[config.mk]
export PLATFORM = sky130hd
export DESIGN_NAME = xaddr_calc
export DESIGN_NICKNAME = d
export VERILOG_FILES = /design/src/rtl/xaddr_pkg.sv /design/src/rtl/xaddr_form.sv /design/src/rtl/xaddr_use_dec.sv /design/src/rtl/xaddr_calc.sv
export SDC_FILE = /design/constraint.sdc
export NUM_CORES = 1
export LEC_CHECK = 0
export BUFFER_PORTS_ARGS = -buffer_cell sky130_fd_sc_hd__buf_2
export CAP_MARGIN = 40
export CELL_PAD_IN_SITES_DETAIL_PLACEMENT = 0
export CELL_PAD_IN_SITES_GLOBAL_PLACEMENT = 1
export CORE_MARGIN = 2
export CORE_UTILIZATION = 40
export CTS_CLUSTER_DIAMETER = 80
export DETAILED_ROUTE_END_ITERATION = 7
export GPL_ROUTABILITY_DRIVEN = 0
export PLACE_DENSITY_LB_ADDON = 0.1
export SLEW_MARGIN = 30
export SYNTH_ARGS = -nofsm -noshare
export SYNTH_HDL_FRONTEND = slang
export SYNTH_SLANG_ARGS = --single-unit
[constraint.sdc]
create_clock -name clk -period 12.2 [get_ports clk]
set_clock_uncertainty 0.2 [all_clocks]
set_input_delay 2.44 -clock clk [delete_from_list [all_inputs] [get_ports clk]]
set_output_delay 2.44 -clock clk [all_outputs]
set_load 0.005 [all_outputs]
[src/rtl/xaddr_pkg.sv]
package xaddr_pkg;

    typedef enum logic [1:0] {
        USE_SIMPLE = 2'd0,
        USE_IMM    = 2'd1,
        USE_IND    = 2'd2
    } use_e;

    typedef struct packed {
        logic n;
        logic i;
        logic x;
        logic b;
        logic p;
        logic e;
    } flags_t;

endpackage

[src/rtl/xaddr_form.sv]
module xaddr_form
    import xaddr_pkg::*;
#(
    parameter int ADDR_W = 20,
    parameter int WORD_W = 24,
    parameter int DISP_W = 12
) (
    input  flags_t              fl,
    input  logic [ADDR_W-1:0]   fld,
    input  logic [ADDR_W-1:0]   pc,
    input  logic [WORD_W-1:0]   base,
    input  logic [WORD_W-1:0]   idx,
    output logic [ADDR_W-1:0]   addr
);
    localparam int LEG_W = DISP_W + 3;
    localparam int PAD_W = ADDR_W - DISP_W;
    localparam int LPAD_W = ADDR_W - LEG_W;

    logic [DISP_W-1:0] disp;
    logic [ADDR_W-1:0] disp_z;
    logic [ADDR_W-1:0] disp_s;
    logic [ADDR_W-1:0] legacy_a;
    logic [ADDR_W-1:0] pre_a;
    logic              legacy;

    assign disp     = fld[DISP_W-1:0];
    assign disp_z   = {{PAD_W{1'b0}}, disp};
    assign disp_s   = {{PAD_W{disp[DISP_W-1]}}, disp};
    assign legacy_a = {{LPAD_W{1'b0}}, fl.b, fl.p, fl.e, disp};
    assign legacy   = !fl.n && !fl.i;

    always_comb begin
        if (legacy) begin
            pre_a = legacy_a;
        end else if (fl.e) begin
            pre_a = fld;
        end else if (fl.b && !fl.p) begin
            pre_a = base[ADDR_W-1:0] + disp_z;
        end else if (fl.p && !fl.b) begin
            pre_a = pc + disp_s;
        end else begin
            pre_a = disp_z;
        end
    end

    assign addr = fl.x ? (pre_a + idx[ADDR_W-1:0]) : pre_a;

endmodule

[src/rtl/xaddr_use_dec.sv]
module xaddr_use_dec
    import xaddr_pkg::*;
(
    input  flags_t fl,
    output use_e   mode,
    output logic   bad
);
    logic legacy;
    logic idx_bad;
    logic fmt_bad;

    assign legacy  = !fl.n && !fl.i;
    assign idx_bad = fl.x && (fl.n ^ fl.i);
    assign fmt_bad = !legacy && ((fl.b && fl.p) || (fl.e && (fl.b || fl.p)));
    assign bad     = idx_bad || fmt_bad;

    always_comb begin
        unique case ({fl.n, fl.i})
            2'b01:   mode = USE_IMM;
            2'b10:   mode = USE_IND;
            default: mode = USE_SIMPLE;
        endcase
    end

endmodule

[src/rtl/xaddr_calc.sv]
module xaddr_calc
    import xaddr_pkg::*;
#(
    parameter int ADDR_W = 20,
    parameter int WORD_W = 24,
    parameter int DISP_W = 12
) (
    input  logic              clk,
    input  logic              rst_n,
    input  logic              ind_bit,
    input  logic              imm_bit,
    input  logic              idx_bit,
    input  logic              base_bit,
    input  logic              pcrel_bit,
    input  logic              ext_bit,
    input  logic [ADDR_W-1:0] fld,
    input  logic [ADDR_W-1:0] next_pc,
    input  logic [WORD_W-1:0] base_reg,
    input  logic [WORD_W-1:0] index_reg,
    output logic [ADDR_W-1:0] tgt_addr,
    output logic [1:0]        use_mode,
    output logic              bad_combo
);
    typedef struct packed {
        logic [ADDR_W-1:0] tgt;
        use_e              mode;
        logic              bad;
    } out_t;

    flags_t            fl;
    logic [ADDR_W-1:0] formed;
    use_e              dec_mode;
    logic              dec_bad;
    out_t              st_d;
    out_t              st_q;

    assign fl = '{n: ind_bit, i: imm_bit, x: idx_bit,
                  b: base_bit, p: pcrel_bit, e: ext_bit};

    xaddr_form #(
        .ADDR_W (ADDR_W),
        .WORD_W (WORD_W),
        .DISP_W (DISP_W)
    ) u_form (
        .fl   (fl),
        .fld  (fld),
        .pc   (next_pc),
        .base (base_reg),
        .idx  (index_reg),
        .addr (formed)
    );

    xaddr_use_dec u_dec (
        .fl   (fl),
        .mode (dec_mode),
        .bad  (dec_bad)
    );

    always_comb begin
        st_d      = st_q;
        st_d.bad  = dec_bad;
        st_d.mode = dec_mode;
        st_d.tgt  = dec_bad ? '0 : formed;
    end

    always_ff @(posedge clk) begin
        if (!rst_n) begin
            st_q <= '{tgt: '0, mode: USE_SIMPLE, bad: 1'b0};
        end else begin
            st_q <= st_d;
        end
    end

    assign tgt_addr  = st_q.tgt;
    assign use_mode  = st_q.mode;
    assign bad_combo = st_q.bad;

endmodule

# Word-level counts from Yosys, hierarchy flattened
# Cells that the tools add are included.
[word_totals]
wordCells = 32
regBits = 23
output_inout_bits = 23
in_bits = 96
[op_classes]
muxes = 6
eq_ne = 2
reduce_logical = 16
n_addsub = 3
bitwise_logic = 2
[op_table]
columns = ["operator", "n"]
rows = [
  ["20-bit 2-to-1 mux", 5],
  ["20-bit adder", 2],
  ["20-bit by 12-bit adder with 20-bit output", 1],
  ["1-bit logical AND", 7],
  ["1-bit logical NOT", 5],
  ["2-bit case mux with 2 select lines", 1],
  ["1-bit logical OR", 3],
  ["2-bit by 1-bit == test with 1-bit output (second input constant)", 1],
  ["2-bit == test (second input constant)", 1],
  ["2-bit OR reduction", 1],
  ["1-bit inverter", 1],
  ["1-bit XOR", 1],
]

# Longest topological paths before layout
# Gate-level depths: netlist (run 1).
[logic_depth]
word_depth = 8
mapped_depth = 20
depth_no_buf = 19

# By module
# From an unflattened synthesis (run 1), not the netlist that was laid out.
[unflattened]
hier_cells = 509
area_unflattened_um2 = 3997.6
[by_module_without_submodules]
columns = ["module", "area_each_um2", "seq_area_each_um2", "instances", "cells_each"]
rows = [
  ["xaddr_form", 3238.1, 0.0, 1, 451],
  ["xaddr_calc", 690.7, 460.4, 1, 50],
  ["xaddr_use_dec", 68.8, 0.0, 1, 8],
]

# Worst setup path after synthesis (run 1)
# OpenSTA, ideal clock, no wires.
[synth_timing]
kind = "in2reg"
startpoint = "input fld[0]"
endpoint = "register st_q (netlist bit tgt_addr[19])"
setup_ns = 0.131
path_stages = 19
required_ns = 11.869
setup_slack_ns = 5.996
path_buffers = 0
arrival_time_ns = 5.873
cell_sequence = "ha_1 > fa_1 > a211oi_2 > o21bai_1 > a21oi_2 > o21bai_2 > a21boi_1 > xnor2_1 > a21oi_1 > nand2_1 > ha_1 > a21o_1 > a21o_1 > a2111oi_2 > nand3_1 > a41oi_2 > xnor2_1 > and3_1 > nor3_2"
[synth_via]
elab_chain_cells = 7
word_cells_on_any_way = 8
classes_between = "add/sub: 3; mux: 5"
[synth_rtl]
columns = ["element", "line_no", "rtl"]
rows = [
  ["start: declaration", "xaddr_calc.sv:16", "input logic [ADDR_W-1:0] fld,"],
  ["20-bit adder", "xaddr_form.sv:40", "pre_a = pc + disp_s;"],
  ["20-bit 2-to-1 mux", "xaddr_form.sv:39", "end else if (fl.p && !fl.b) begin"],
  ["20-bit 2-to-1 mux", "xaddr_form.sv:37", "end else if (fl.b && !fl.p) begin"],
  ["20-bit 2-to-1 mux", "xaddr_form.sv:35", "end else if (fl.e) begin"],
  ["20-bit 2-to-1 mux *", "xaddr_form.sv:33", "if (legacy) begin"],
  ["20-bit adder", "xaddr_form.sv:46", "assign addr = fl.x ? (pre_a + idx[ADDR_W-1:0]) : pre_a;"],
  ["20-bit 2-to-1 mux *", "xaddr_form.sv:46", ""],
  ["end signal: assignment", "xaddr_calc.sv:68", "st_q <= '{tgt: '0, mode: USE_SIMPLE, bad: 1'b0};"],
  ["end signal: assignment", "xaddr_calc.sv:70", "st_q <= st_d;"],
  ["end: declaration", "xaddr_calc.sv:35", "out_t st_q;"],
]
# Every way passes the cells marked *; elsewhere a longest branch is shown, timed or not.
# A chain may end at the register's enable or synchronous reset.

# Worst setup path in the final report (run 1)
# Same ends and word-level chain as after synthesis.

==> metrics.txt, run 1 <==
FP Rows 37; CP Max Fanout 5; syn nets 699; max-cap viol count 0; Comb pwr share 64.4%; I/O Buffers between 100 and 150; cell-internal power 207 µW; placed inst area 4750 µm²; commonest non-fill, non-tap cell in the layout buf_2; share of layout cells above drive strength 1 22.0%; post-synthesis cell type count 80; Core Util, Final 46.9%; Hold WS 2220 ps; average wire per standard cell 15.5 µm; family with the most delay on the worst path compound AO/OA/AOI/OAI gates; setup_tns 0 ps; Min-Delay Path Class in -> reg; Reg clk slew, reported paths ~80 ps; status completed; CTS H-tree lvls 1; Synth Instances 544; critical-path cell list buf_2 -> ha_1 -> fa_1 -> a211oi_2 -> o21bai_1 -> a21oi_2 -> o211ai_1 -> o21ai_1 -> xnor2_1 -> a221oi_1 -> nor3_1 -> ha_1 -> or2_2 -> a2111oi_2 -> nand3_1 -> a41oi_2 -> xnor2_1 -> and3_1 -> nor3_2; Vias/cell 5.71; clock root cell clkbuf_8; Starting Density 40.7%; Synth async-reset ratio 0%; count of final hold-check violations 0; largest net degree at the start of global routing 29; Yosys Warn Count 0; CTS Buf Count 3; fmax 152 MHz; Nets about 800; Seq pwr share roughly 23%; Sw Pwr 161 µW; hold_buf cts 0; vias in the first global route 4,034; Filler Cells Inserted between 1,000 and 1,500; GRT Total Usage 21.0%; area delta synth->final 15.3%; Critical Path RT 12,140 ps; most used flip-flop cell after synthesis dfxtp_1; hpwl dp 9.76 mm; drt total wl ~12 mm; Startpoint Class input pin; die footprint 11,200 µm²; Pre-antenna DRT Iters 4; FF+latch count, synth 23; leakage power 2.20 nW; global-route wire length before repair about 20 mm; gr ovfl total 0; post-CTS setup buffer count 0; # DRC 0; period utilization 53.9%; pwr dens 76.6 nW/µm²; slowest cell on the critical path fa_1; Final min period 6570 ps; Die Wd 106 µm; # resized after CTS 0; Post-synth EDFFs 0; synthesized cell area around 4200 µm²; most frequent cells in the layout 110 x buf_2, 56 x ha_1, 50 x nor2_1; via count 4,430; initial drt markers 260; IO Pins 119; setup violators final 0; Antenna diodes 0; syn_area_per_cell 7.66 µm²; initial antenna violation count 0; core area 10,200 µm²; Sink Count 23; max-slew violation count 0; Crit path buffers/inverters 1; crit path DAT 6510 ps; CP max stage delay 440 ps; worst vdd ir between 0.04 and 0.05 mV; Clk pwr share 13.1%; Sw Ratio 43.8%; RSZ-0062 raised after global routing false; fin area 4800 µm²; TritonCTS clock tree yes; Worst setup EP type register; Max transition margin 53.0%; post-synthesis sequential area ratio roughly 11%; Antenna Violating Nets Remaining 0; clock buffer depth 2; Crit Path Class in -> reg; Worst-Margin Slew 705 ps; height of the die 106 µm
final timing paths:
| kind | from | to | slack (ps) | cells past startpoint |
|---|---|---|---|---|
| setup / recovery | fld[0] | tgt_addr[19] | 5630 | 19 |
| hold / removal | rst_n | use_mode[1] | 2220 | 2 |
state kept, by name, indices dropped and copies added, names as in the netlist:
signal,flops
tgt_addr,20
use_mode,2
bad_combo,1
routing by layer:
layer / GRT usage [%] / vias to the layer above / wire length, µm
met5: 0 / - / 0
met4: 4.04 / 0 / 146
met3: 1.10 / 11 / 606
met1: 30.6 / 2006 / 5850
li1: - / 2253 / -
met2: 34.4 / 160 / 5420
synthesized netlist by cell type (6+ instances only):
library cell	instances	area share (%)
o2bb2ai_1	6	1.3
and2_1	6	0.90
o21a_1	8	1.4
a21o_1	16	2.9
o21ai_0	25	3.0
nand2_1	39	3.5
dfxtp_1	23	11
nor3_1	12	1.4
xor2_1	17	3.6
a31oi_1	11	1.7
a211oi_1	8	1.4
nand3_1	14	1.7
a21oi_1	49	5.9
o21bai_1	7	1.3
mux2i_1	9	2.2
and3_1	6	0.90
inv_1	14	1.3
o21ai_1	13	1.6
ha_1	56	17
nor2_1	50	4.5
o211ai_1	10	1.8
o22ai_1	12	1.8
xnor2_1	26	5.5
area by class of cell:
class | count | area, µm² | share of cell area (%)
Clock buffer | 3 | 41.3 | 0.860
Clock inverter | 1 | 5.00 | 0.104
Inverter | 15 | 56.3 | 1.17
Multi-Input combinational cell | 487 | 3510 | 73.1
Sequential cell | 23 | 460 | 9.59
Tap cell | 136 | 170 | 3.54
Timing Repair Buffer | 111 | 558 | 11.6
per-stage QoR:
stage	power, mW	setup WS, ps	cells
after floorplan	0.260	6000	544
after global placement	0.317	5370	772
after detailed placement	0.319	5330	772
after CTS	0.369	5610	776
after global routing	0.401	5230	776
final	0.368	5630	776
kinds of logic after synthesis:
kind of cell | Yosys count | share of synthesized area, %
AOI/OAI and AO/OA | 208 | 34.5
buffers and inverters | 34 | 4.69
xor gates and xnor gates | 43 | 9.04
and+or+nand+nor | 168 | 20.3
DFF | 23 | 11.1
adders and majority gates | 59 | 18.3
muxes | 9 | 2.16
power by group through the flow:
stage	combinational (mW)	sequential (mW)	clock, mW
floorplan	0.173	0.0863	0
global placement	0.232	0.0847	0
detailed placement	0.234	0.0849	0
CTS	0.236	0.0831	0.0504
global route	0.265	0.0837	0.0521
finish	0.237	0.0830	0.0480
Note: power is estimated with default switching activity, not from simulation.
==> run 2, diff against run 1 <==
--- a/config.mk
+++ b/config.mk
@@ -5,12 +5,13 @@
 export SDC_FILE = /design/constraint.sdc
 export NUM_CORES = 1
 export LEC_CHECK = 0
+export ABC_AREA = 1
 export BUFFER_PORTS_ARGS = -buffer_cell sky130_fd_sc_hd__buf_2
 export CAP_MARGIN = 40
 export CELL_PAD_IN_SITES_DETAIL_PLACEMENT = 0
 export CELL_PAD_IN_SITES_GLOBAL_PLACEMENT = 1
 export CORE_MARGIN = 2
-export CORE_UTILIZATION = 40
+export CORE_UTILIZATION = 36
 export CTS_CLUSTER_DIAMETER = 80
 export DETAILED_ROUTE_END_ITERATION = 7
 export GPL_ROUTABILITY_DRIVEN = 0
==> constraint.sdc (replaced) <==
create_clock -name clk -period 6.6 [get_ports clk]
set_clock_uncertainty 0.2 [all_clocks]
set_input_delay 1.32 -clock clk [delete_from_list [all_inputs] [get_ports clk]]
set_output_delay 1.32 -clock clk [all_outputs]
set_load 0.005 [all_outputs]
==> run 2 against run 1 <==
- sequential cell count stayed put
- final cell count is 38% higher
- die area is 19% higher
- clock power grew to 2.8 times the previous value
- global-route usage is 0.96 points higher
- sequential share of layout area is 0.88 points lower
- synthesized area is 8.1% higher
==> metrics.txt, run 2 <==
Post-synth EDFFs 0 (unchanged); Filler Cells Inserted 1,394 (+34%); pre-CTS WS 1550 ps (-3780 ps); worst vdd ir 0.0971 mV (+130%); gr ovfl total 0 (unchanged); fmax approximately 210 MHz; Vias/cell 4.90 (-14%); top-count cell post-synth nand2_1; vias in the first global route 4,743 (+18%); # DRC 0 (unchanged); max-slew violation count 0 (unchanged); Crit path buffers/inverters 4 (+3); Core Util, Final 43.7% (-3.3 points); clock root cell clkbuf_16; Max transition margin 54.4% (+1.4 points); Synth Instances 798 (+47%); # resized after CTS 0 (unchanged); hold_buf cts 0 (unchanged); Crit Path Class in -> reg; Seq pwr share 20.7% (-1.9 points); IO Pins 119 (unchanged); GRT Total Usage 21.9% (+0.96 points); post-synthesis sequential area ratio 10.2% (-0.82 points); Min-Delay Path Class in -> reg; RSZ-0062 raised after global routing false; Antenna diodes 0 (unchanged); final setup margin 1740 ps (-3890 ps); syn nets 953 (+36%); crit path DAT 4850 ps (-1660 ps); initial drt markers 358 (+38%); via count 5,253 (+19%); CTS Buf Count 3 (unchanged); share of layout cells above drive strength 1 14.6% (-7.4 points); pwr dens 141 nW/µm² (+84%); Sink Count 23 (unchanged); worst hold path depth 3 (+1); average wire per standard cell 13.7 µm (-12%); cell-internal power 405 µW (+96%); most frequent cells in the layout 250 x nand2_1, 110 x buf_2, 102 x inv_1; TritonCTS clock tree yes; Comb pwr share 61.2% (-3.2 points); Hold WS 1090 ps (-1130 ps); syn_area_per_cell 5.64 µm² (-26%); count of final hold-check violations 0 (unchanged); Synth area leaders nand2_1 21%, ha_1 16%, dfxtp_1 10%; Nets 1,059 (+33%); drt total wl 14.6 mm (+22%); FF+latch count, synth 23 (unchanged); Starting Density 37.2% (-3.6 points); max reg flops 20 (unchanged); area leader, netlist nand2_1; CP Max Fanout 5 (unchanged); Critical Path RT 6590 ps (-5550 ps); share of the synthesized area in the top cell type 20.9% (+4.0 points); period utilization 73.7%; area delta synth->final 17.5%; leakage power 3.06 nW (+39%); Die Wd 116 µm (+9.2%); CTS H-tree lvls 1 (unchanged); post-CTS setup buffer count 0 (unchanged); setup violators final 0 (unchanged); slowest cell on the critical path fa_1; commonest non-fill, non-tap cell in the layout nand2_1; Sw Pwr 339 µW (+110%); most used flip-flop cell after synthesis dfxtp_1; Yosys Warn Count 0 (unchanged); synthesized cell area 4500 µm² (+8.1%); Pre-antenna DRT Iters 5 (+1); Multi-input gate area 3580 µm² (+1.9%); setup_tns 0 ps (unchanged); global-route wire length before repair 23.5 mm (+20%); clock buffer depth 2 (unchanged); family with the most delay on the worst path simple AND/OR/NAND/NOR gates; placed cell count 1,067 (+38%); Final min period 4860 ps; status completed; Worst setup EP type register; Synth async-reset ratio 0% (unchanged); largest net degree at the start of global routing 23 (-21%); initial antenna violation count 0 (unchanged); synth cell count leaders 250 x nand2_1, 102 x inv_1, 82 x nand3_1; Clk pwr share 18.1% (+5.0 points); Non-Filler Instances 1,071 (+38%); core area 12,100 µm² (+18%); max-cap viol count 0 (unchanged); height of the die 116 µm (+9.2%); Sw Ratio 45.6% (+1.8 points); critical path depth 25 (+6); Startpoint Class input pin; FP Rows 40 (+8.1%); I/O Buffers 110 (unchanged); hpwl dp 12.7 mm (+30%); Reg clk slew, reported paths 70 ps (about the same); die footprint 13,400 µm² (+19%); Worst-Margin Slew 683 ps (-21.7 ps); post-synthesis cell type count 39 (-51%); CP max stage delay 420 ps (-20 ps); register area 460 µm² (unchanged); Antenna Violating Nets Remaining 0 (unchanged)
-- run 2: cells by family after synthesis --
group	count (synthesis)	synth area share, %
compound gates	126	16.0
simple gates	448	41.7
buf+inv	117	10.3
xor+xnor	25	4.87
fa+ha+maj	59	16.9
flops	23	10.2
-- run 2: metal layers --
layer / GRT usage [%] / wire length [µm] / up-vias
li1: - / - / 2829
met1: 33.4 / 7640 / 2251
met2: 34.6 / 6060 / 165
met3: 2.46 / 860 / 8
met4: 1.67 / 75 / 0
met5: 0 / 0 / -
-- run 2: final timing paths --
| check | start | endpoint | slack (ps) |
|---|---|---|---|
| setup / recovery | fld[0] | tgt_addr[18] | 1740 |
| hold / removal | rst_n | use_mode[1] | 1090 |
-- run 2: power groups by stage --
stage / Sequential (mW) / Combinational [mW] / Clock (mW)
finish: 0.154 / 0.455 / 0.135
global route: 0.155 / 0.518 / 0.143
detailed placement: 0.157 / 0.452 / 0
global placement: 0.157 / 0.448 / 0
CTS: 0.154 / 0.455 / 0.141
floorplan: 0.159 / 0.318 / 0
-- run 2: cell type report --
cell class	instances	share of cell area, %
sequential	23	8.71
inverter	107	7.60
timing repair buffer	111	10.6
tap	168	3.98
clock buffer	3	1.42
multi-input combinational	658	67.7
clock inverter	1	0.0947
-- run 2: per-stage QoR --
step | instance area (µm²) | total power [mW]
6_report | 5290 | 0.744
4_1_cts | 5290 | 0.749
3_3_place_gp | 5210 | 0.605
2_1_floorplan | 4500 | 0.477
5_1_grt | 5290 | 0.816
3_5_place_dp | 5210 | 0.609
==> run 3, diff against run 2 <==
==> constraint.sdc (replaced) <==
create_clock -name clk -period 4.57 [get_ports clk]
set_clock_uncertainty 0.2 [all_clocks]
set_input_delay 0.914 -clock clk [delete_from_list [all_inputs] [get_ports clk]]
set_output_delay 0.914 -clock clk [all_outputs]
set_load 0.005 [all_outputs]
==> run 3 against run 2 <==
- worst hold slack lost 400 ps
- critical path depth increased by 2
- die area is the same
- clock power rose by 45%
- wire length grew 1.6%
- first-iteration DRC count rose by 0.84%
- cell area up 4.2%
- critical endpoint unchanged
==> metrics.txt, run 3 (synthesis gave the netlist of run 2 again) <==
status completed; Critical Path RT 4560 ps (-2030 ps); core area 12,100 µm² (unchanged); max-cap viol count 0 (unchanged); share of layout cells above drive strength 1 17.5% (+2.9 points); placed inst area 5380 µm² (+3.3%); CTS Buf Count 3 (unchanged); fin area 5510 µm² (+4.2%); Reg clk slew, reported paths 70 ps (about the same); Min-Delay Path Class in -> reg; Antenna diodes 0 (unchanged); TritonCTS clock tree yes; Max transition margin 54.8% (+0.39 points); Starting Density 37.2% (unchanged); pwr dens 203 nW/µm² (+44%); die footprint 13,400 µm² (unchanged); Non-Filler Instances 1,094 (+2.1%); placed cell count 1,090 (+2.2%); hold_buf cts 0 (unchanged); Filler Cells Inserted 1,381 (-0.93%); leakage power 3.18 nW (+3.9%); setup violators final 0 (unchanged); Vias/cell 4.88 (-0.48%); most frequent cells in the layout 249 x nand2_1, 110 x buf_2, 102 x inv_1; average wire per standard cell 13.6 µm (-0.49%); CTS H-tree lvls 1 (unchanged); Antenna Violating Nets Remaining 0 (unchanged); hpwl dp 12.8 mm (+1.1%); Nets 1,082 (+2.2%); height of the die 116 µm (unchanged); Pre-antenna DRT Iters 6 (+1); max reg flops 20 (unchanged); gr ovfl total 0 (unchanged); Sink Count 23 (unchanged); worst vdd ir 0.144 mV (+48%); # DRC 0 (unchanged); global-route wire length before repair 23.6 mm (+0.62%); FP Rows 40 (unchanged); via count 5,340 (+1.7%); clock root cell clkbuf_16; # resized after CTS 0 (unchanged); I/O Buffers 110 (unchanged); setup_tns 0 ps (unchanged); area delta synth->final 22.4%; crit path DAT 4210 ps (-640 ps); Startpoint Class input pin; Total Power 1.12 mW (+50%); Worst-Margin Slew 677 ps (-5.85 ps); max-slew violation count 0 (unchanged); GRT Total Usage 22.1% (+0.13 points); count of final hold-check violations 0 (unchanged); post-CTS setup buffer count 0 (unchanged); Final min period 4220 ps; commonest non-fill, non-tap cell in the layout nand2_1; Die Wd 116 µm (unchanged); Crit Path Class in -> reg; RSZ-0062 raised after global routing false; vias in the first global route 4,720 (-0.48%); initial drt markers 361 (+0.84%); CP Max Fanout 5 (unchanged); largest net degree at the start of global routing 23 (unchanged); drt total wl 14.9 mm (+1.6%); fmax ~240 MHz; Worst setup EP type register; period utilization 92.3%; initial antenna violation count 0 (unchanged); clock buffer depth 2 (unchanged); IO Pins 119 (unchanged)
## run 3: changes by cell type in the layout (fill, tap and decap cells not counted), sizes merged
cell / before / now
buf: 111 / 134
## run 3: worst paths after layout
kind / from / to / slack [ps] / depth (start not counted)
worst min-delay path: rst_n / use_mode[1] / 690 / 3
worst max-delay path: fld[0] / tgt_addr[18] / 350 / 27
## run 3: power breakdown
part           switching (mW)  internal, mW  leakage, nW  total, mW
Clock                  0.0783         0.118       0.0409      0.196
Sequential            0.00425         0.218        0.189      0.222
Combinational           0.420         0.278         2.95      0.697
Total                   0.502         0.613         3.18       1.12
## run 3: area by class of cell
cell class	count	area, µm²	share of cell area, %
sequential	23	460	8.36
multi-input combinational	658	3620	65.8
inverter	107	402	7.29
timing repair buffer	134	731	13.3
clock buffer	3	75.1	1.36
tap	168	210	3.82
clock inverter	1	5.00	0.0909
## run 3: metrics by stage
step,util [%],setup WS (ps),hold WS [ps]
2_1_floorplan,-,653,807
3_3_place_gp,44.4,59.6,939
3_5_place_dp,44.4,27.5,949
4_1_cts,45.1,285,684
5_1_grt,45.5,26.5,702
6_report,45.5,354,691
## run 3: metal layers
metal | GRT usage (%) | vias to the layer above | routed length [µm]
li1 | - | 2868 | -
met1 | 33.0 | 2291 | 7790
met2 | 34.9 | 167 | 6140
met3 | 3.29 | 14 | 829
met4 | 1.90 | 0 | 116
met5 | 0 | - | 0
## run 3: critical path: stages
cell and delay, ps:
buf_2 110, ha_1 220, fa_1 390, nand2_1 100, nand3_1 80, nand3_1 80, nand2_1 140, nand3_1 140
nand2_1 90, nand2_1 70, nand3_1 60, nand2_1 70, inv_1 40, nand2_1 60, nand2_1 50, nand2_1 120
inv_1 60, ha_1 360, nand2_1 90, nor3_1 160, inv_1 90, nor3_2 150, nand3_1 100, nand3_1 140
or2_2 130, nand3_1 50, a21oi_1 150
